==> src/rtl/lgs_pkg.sv <==
package lgs_pkg;
  typedef enum logic [1:0] {
    CFG_PERIOD = 2'd0,
    CFG_FIRST  = 2'd1,
    CFG_LINK   = 2'd2,
    CFG_SHAPE  = 2'd3
  } cfg_kind_e;
endpackage

==> src/rtl/lgs_walker.sv <==
module lgs_walker #(
  parameter int PER_W = 16,
  parameter int IDX_W = 3
) (
  input  logic             clk,
  input  logic             rst_n,
  input  logic [PER_W-1:0] period,
  input  logic [IDX_W-1:0] first,
  input  logic [IDX_W-1:0] cur_link,
  output logic             tick,
  output logic             pend,
  output logic             vld,
  output logic [IDX_W-1:0] idx
);
  logic [PER_W-1:0] cnt_q;
  logic             last_visit;

  assign tick       = (period != '0) && (cnt_q >= period - 1'b1);
  assign last_visit = vld && (cur_link == idx);

  always_ff @(posedge clk) begin
    if (!rst_n) begin
      cnt_q <= '0;
      pend  <= 1'b0;
      vld   <= 1'b0;
      idx   <= '0;
    end else if (period == '0) begin
      cnt_q <= '0;
      pend  <= 1'b0;
      vld   <= 1'b0;
    end else begin
      cnt_q <= tick ? '0 : cnt_q + 1'b1;
      if (vld) begin
        if (last_visit) vld <= 1'b0;
        else            idx <= cur_link;
        pend <= pend | tick;
      end else if (pend) begin
        vld  <= 1'b1;
        idx  <= first;
        pend <= tick;
      end else begin
        pend <= tick;
      end
    end
  end
endmodule

==> src/rtl/lgs_bucket.sv <==
module lgs_bucket #(
  parameter int RATE_W      = 12,
  parameter int BURST_W     = 8,
  parameter int BURST_SHIFT = 6,
  parameter int LEN_W       = 14,
  parameter int BKT_W       = 16
) (
  input  logic               clk,
  input  logic               rst_n,
  input  logic [RATE_W-1:0]  rate,
  input  logic [BURST_W-1:0] burst,
  input  logic               refill,
  input  logic               consume,
  input  logic [LEN_W-1:0]   len,
  output logic [BKT_W-1:0]   level,
  output logic               ok
);
  localparam int EW = BKT_W + 2;
  localparam logic signed [EW-1:0] FLOOR = {3'b111, {(BKT_W-1){1'b0}}};

  function automatic logic signed [EW-1:0] cap_of(input logic [BURST_W-1:0] b);
    logic [EW-1:0] w;
    w = '0;
    w[BURST_SHIFT +: BURST_W] = b;
    return $signed(w);
  endfunction

  function automatic logic [BKT_W-1:0] next_level(
    input logic [BKT_W-1:0]   cur,
    input logic [RATE_W-1:0]  add,
    input logic [LEN_W-1:0]   sub,
    input logic signed [EW-1:0] cap
  );
    logic signed [EW-1:0] s;
    s = $signed({{(EW-BKT_W){cur[BKT_W-1]}}, cur})
      + $signed({{(EW-RATE_W){1'b0}}, add})
      - $signed({{(EW-LEN_W){1'b0}}, sub});
    if (s > cap)        s = cap;
    else if (s < FLOOR) s = FLOOR;
    return s[BKT_W-1:0];
  endfunction

  logic unused_se;
  assign unused_se = (rate == '0) && (burst == '0);
  assign ok        = !unused_se && !level[BKT_W-1];

  always_ff @(posedge clk) begin
    if (!rst_n || unused_se) level <= '0;
    else level <= next_level(level,
                             refill  ? rate : '0,
                             consume ? len  : '0,
                             cap_of(burst));
  end
endmodule

==> src/rtl/lg_shaper.sv <==
module lg_shaper #(
  parameter int NUM_SE      = 8,
  parameter int NUM_GRP     = 4,
  parameter int PER_W       = 16,
  parameter int RATE_W      = 12,
  parameter int BURST_W     = 8,
  parameter int BURST_SHIFT = 6,
  parameter int LEN_W       = 14,
  parameter int BKT_W       = 16,
  localparam int IDX_W  = $clog2(NUM_SE),
  localparam int CFG_W  = (PER_W > RATE_W + BURST_W) ? PER_W : RATE_W + BURST_W
) (
  input  logic              clk,
  input  logic              rst_n,
  input  logic              cfg_we,
  input  logic [1:0]        cfg_kind,
  input  logic [IDX_W-1:0]  cfg_idx,
  input  logic [CFG_W-1:0]  cfg_data,
  input  logic              cons_vld,
  input  logic [IDX_W-1:0]  cons_idx,
  input  logic [LEN_W-1:0]  cons_len,
  output logic [NUM_SE-1:0] elig
);
  import lgs_pkg::*;
  localparam int GIDX_W = (NUM_GRP > 1) ? $clog2(NUM_GRP) : 1;

  logic [NUM_GRP-1:0][PER_W-1:0]  period_q;
  logic [NUM_GRP-1:0][IDX_W-1:0]  first_q;
  logic [NUM_SE-1:0][IDX_W-1:0]   link_q;
  logic [NUM_SE-1:0][RATE_W-1:0]  rate_q;
  logic [NUM_SE-1:0][BURST_W-1:0] burst_q;
  logic [NUM_SE-1:0][BKT_W-1:0]   bucket_q;

  logic [NUM_GRP-1:0]             grp_tick;
  logic [NUM_GRP-1:0]             grp_pend;
  logic [NUM_GRP-1:0]             visit_vld;
  logic [NUM_GRP-1:0][IDX_W-1:0]  visit_idx;
  logic [NUM_SE-1:0]              refill_hit;

  cfg_kind_e         kind;
  logic [GIDX_W-1:0] grp_sel;
  assign kind    = cfg_kind_e'(cfg_kind);
  assign grp_sel = cfg_idx[GIDX_W-1:0];

  always_ff @(posedge clk) begin
    if (!rst_n) begin
      for (int g = 0; g < NUM_GRP; g++) begin
        period_q[g] <= '0;
        first_q[g]  <= '0;
      end
      for (int i = 0; i < NUM_SE; i++) begin
        link_q[i]  <= IDX_W'(i);
        rate_q[i]  <= '0;
        burst_q[i] <= '0;
      end
    end else if (cfg_we) begin
      unique case (kind)
        CFG_PERIOD: period_q[grp_sel] <= cfg_data[PER_W-1:0];
        CFG_FIRST:  first_q[grp_sel]  <= cfg_data[IDX_W-1:0];
        CFG_LINK:   link_q[cfg_idx]   <= cfg_data[IDX_W-1:0];
        CFG_SHAPE: begin
          rate_q[cfg_idx]  <= cfg_data[RATE_W-1:0];
          burst_q[cfg_idx] <= cfg_data[RATE_W +: BURST_W];
        end
        default: ;
      endcase
    end
  end

  for (genvar g = 0; g < NUM_GRP; g++) begin : g_grp
    lgs_walker #(.PER_W(PER_W), .IDX_W(IDX_W)) u_walk (
      .clk      (clk),
      .rst_n    (rst_n),
      .period   (period_q[g]),
      .first    (first_q[g]),
      .cur_link (link_q[visit_idx[g]]),
      .tick     (grp_tick[g]),
      .pend     (grp_pend[g]),
      .vld      (visit_vld[g]),
      .idx      (visit_idx[g])
    );
  end

  always_comb begin
    refill_hit = '0;
    for (int g = 0; g < NUM_GRP; g++)
      if (visit_vld[g]) refill_hit[visit_idx[g]] = 1'b1;
  end

  for (genvar i = 0; i < NUM_SE; i++) begin : g_se
    lgs_bucket #(
      .RATE_W(RATE_W), .BURST_W(BURST_W), .BURST_SHIFT(BURST_SHIFT),
      .LEN_W(LEN_W), .BKT_W(BKT_W)
    ) u_bkt (
      .clk     (clk),
      .rst_n   (rst_n),
      .rate    (rate_q[i]),
      .burst   (burst_q[i]),
      .refill  (refill_hit[i]),
      .consume (cons_vld && (cons_idx == IDX_W'(i))),
      .len     (cons_len),
      .level   (bucket_q[i]),
      .ok      (elig[i])
    );
  end
endmodule

==> config.mk <==
export PLATFORM = sky130hd
export DESIGN_NAME = lg_shaper
export DESIGN_NICKNAME = d
export VERILOG_FILES = /design/src/rtl/lgs_pkg.sv /design/src/rtl/lgs_walker.sv /design/src/rtl/lgs_bucket.sv /design/src/rtl/lg_shaper.sv
export SDC_FILE = /design/constraint.sdc
export NUM_CORES = 2
export LEC_CHECK = 0
export ABC_AREA = 0
export BUFFER_PORTS_ARGS = -buffer_cell sky130_fd_sc_hd__buf_2
export CAP_MARGIN = 25
export CORE_MARGIN = 4
export CORE_UTILIZATION = 60
export CTS_BUF_LIST = sky130_fd_sc_hd__clkbuf_4 sky130_fd_sc_hd__clkbuf_8 sky130_fd_sc_hd__clkbuf_16
export DETAILED_ROUTE_END_ITERATION = 7
export PLACE_DENSITY = 0.77
export SETUP_SLACK_MARGIN = 0.1
export SYNTH_ARGS = -nofsm -noshare
export SYNTH_HDL_FRONTEND = slang
export SYNTH_SLANG_ARGS = --single-unit
==> constraint.sdc <==
create_clock -name clk -period 7.76 [get_ports clk]
set_input_delay 0 -clock clk [delete_from_list [all_inputs] [get_ports clk]]
set_output_delay 0 -clock clk [all_outputs]
set_load 0.01 [all_outputs]
==> impl_metrics.tcl <==
set metrics [dict create \
    hold_depth 3 \
    period_share 0.823 \
    finalPower_mw 9.43 \
    path_class "flop to flop" \
    clock_skew_ns 0.0141 \
    drv_slew 0 \
    synth_edf_count 0 \
    hpwl_mm 66.3 \
    synth-main-ff-cell "dfxtp_1" \
    synth.area.top_cells "dfxtp_1 (28%), ha_1 (11%), nand2_1 (9.2%), a21oi_1 (5.9%), fa_1 (5.7%)" \
    place_inst 4930 \
    yosysWarnings 0 \
    areaGrowthSynthToFinish_pct 8.70 \
    clock-root-buffer "clkbuf_16" \
    cts_sinks 472 \
    vdd_drop_max_mv 0.380 \
    ys_top_cells_by_count "nand2_1 (825), dfxtp_1 (472), a21oi_1 (399)" \
    reg2reg_setup_slack_ns 1.37 \
    cap_violations 0 \
    grt_overflow 0 \
    die_h_um 245 \
    synth_cell_types 99 \
    numCtsBuffers 54 \
    p_int_mw 5.80 \
    combPwrFrac 0.439 \
    postSynthAreaPerCell_um2 7.86 \
    synthArstFlopShare 0 \
    worstPathCellList "nand2b_1, or3b_2, o311ai_2, buf_4, nand2_1, fa_1, inv_1, ha_1, nor2b_1, o2111ai_1, a21o_1, a21boi_0, o311ai_0, ha_1, nand4_1, or4_1, nor4_1, o211a_1, nand3_1, a21boi_0" \
    dpl_worst_slack_ns 1.37 \
    slowest_delay_ns 0.81 \
    hold_class "input pin to flop" \
    io_buffers 53 \
    place_area_um2 34400 \
    cts_max_path_buffers 3 \
    register_area_um2 9450 \
    power_frac_seq 0.267 \
    num_io_pins 54 \
    layout-drive-gt1-share 0.0631 \
    synth_area_um2 33700 \
    first_iter_violations 2816 \
    crit_required_ns 8.29 \
    fillers 4666 \
    top_usage_layer "met2" \
    cts_tree "built" \
    status "complete, no violations" \
    slew_headroom 0.267 \
    die-area_um2 60100 \
    path_max_fanout 12 \
    yosys.area.top_type_share 0.280 \
    insertion_delay_ns 0.61 \
    start_util 0.608 \
    cp-start-kind "flop" \
    nNetsFinal 4698 \
    synth.net_count 4720 \
    cpMaxStageDelayCell "o311ai_0" \
    grt_antenna_before_repair 7 \
    final_cells 5066 \
    clock_power_share 0.294 \
    final_area_um2 36700 \
    hold_violations 0 \
    max_freq_mhz 157 \
    utilization 0.661 \
    yosysMostFrequentCell "nand2_1" \
    grt_pass1_vias 28470 \
    gp_congestion 0.945 \
    fin_crit_ns 6.39 \
    rsz0062_at_grt "false" \
    end_kind "flop" \
    use_met1 0.423 \
    ys_ff_latch 472 \
    power_leakage_nw 15.2 \
    grt_pass1_wl_mm 152 \
    p_per_area_nw_per_um2 257 \
    detail_route.first_pass.iterations 8 \
    gr-usage-met3 0.0586 \
    r2r_cells 20 \
    die_x_um 245 \
    wl_per_cell_um 19.0 \
    grt_usage 0.312 \
    setup_violations 0 \
    grt_max_degree 87 \
    drc 0 \
    ant_nets 0 \
    grtUsageMet2 0.493 \
    power_switching_mw 3.63 \
    multiInputGateArea_um2 22000 \
    clk_pin_slew_worst_paths_ns 0.06 \
    vias 30274 \
    setup_slack_ns 1.37 \
    viasPerCell 5.98 \
    cp.arrival_ns 6.92 \
    drt-total-wl_mm 96.3 \
    coreArea_um2 55400 \
    swShare 0.385 \
    rows 86 \
    synth_area_leader_cell "dfxtp_1" \
    netlist_instances 4290 \
    tns_ns 0 \
    worst_pin_slew_ns 1.10 \
    h-tree-depth 2 \
    holdWs_ns 0.0489 \
    seq_area_frac_synth 0.280 \
]
## cell families after synthesis
group / share of synthesized area
simple gates: 0.234
buf+inv: 0.0673
xor+xnor: 0.0551
flops: 0.280
fa+ha+maj: 0.164
compound gates: 0.161
mux: 0.0383
## routing by layer
metal  share of wire  wire length [um]
met1            0.42             40500
met5               0                 0
met3           0.098              9430
met4           0.041              3970
met2            0.44             42400
## flip-flops by register name, indices dropped and copies added (netlist names)
signal              flops
g_grp.u_walk.pend       4
rate_q                 96
link_q                 24
g_grp.u_walk.vld        4
g_se.u_bkt.level      128
period_q               64
g_grp.u_walk.idx       12
burst_q                64
first_q                12
g_grp.u_walk.cnt_q     64
## power groups by stage
stage               logic [mW]  registers [mW]  clock network [mW]
floorplan                 3.27            2.56                   0
detailed placement        4.02            2.57                   0
CTS                       4.07            2.51                2.78
global route              4.55            2.52                2.89
global placement          3.99            2.57                   0
finish                    4.15            2.51                2.77
## layout by cell type, fill, tap and decap left out, drive strengths merged, types with 23 or more instances in the layout
master / n
xor2: 82
dlygate4sd3: 26
clkbuf: 66
o211ai: 33
xnor2: 130
mux4: 23
a2111oi: 23
nand2b: 44
nor3b: 33
fa: 96
nor2: 223
o21a: 24
nand4: 42
a211oi: 45
ha: 288
nand2: 826
nor3: 74
nor2b: 30
and2: 116
a21oi: 399
mux2i: 74
o21ai: 112
buf: 84
nand3: 107
a21o: 68
nor4: 66
and3: 31
inv: 398
dfxtp: 472
## worst paths after layout
| path | start | to |
|---|---|---|
| setup / recovery | g_grp[3].u_walk.vld | g_se[1].u_bkt.level[3] |
| hold / removal | cfg_data[1] | first_q[10] |
| setup reg to reg | g_grp[3].u_walk.vld | g_se[1].u_bkt.level[3] |
| hold reg to reg | period_q[49] | period_q[49] |
## layout make-up
| class | count | area share |
|---|---|---|
| multi-input combinational | 3233 | 0.602 |
| sequential | 472 | 0.258 |
| inverter | 395 | 0.0407 |
| clock buffer | 64 | 0.0404 |
| tap | 748 | 0.0255 |
| timing repair buffer | 112 | 0.0216 |
| clock inverter | 34 | 0.0118 |
| antenna | 8 | 0.000546 |
## critical path, delay by kind of cell, from the launching register on
kind            cells  cell delay, ns
fa+ha+maj           3            1.04
compound gates      7            2.06
flops               1            0.59
buf+inv             2            0.31
simple gates        8            2.30
## timing repair
item,4_1_cts,5_1_grt
buffers inserted,0,0
hold buffers,26,0
gates resized for setup,0,0
endpoints found under the hold margin,222,0
Power figures use the tool's default switching activity.
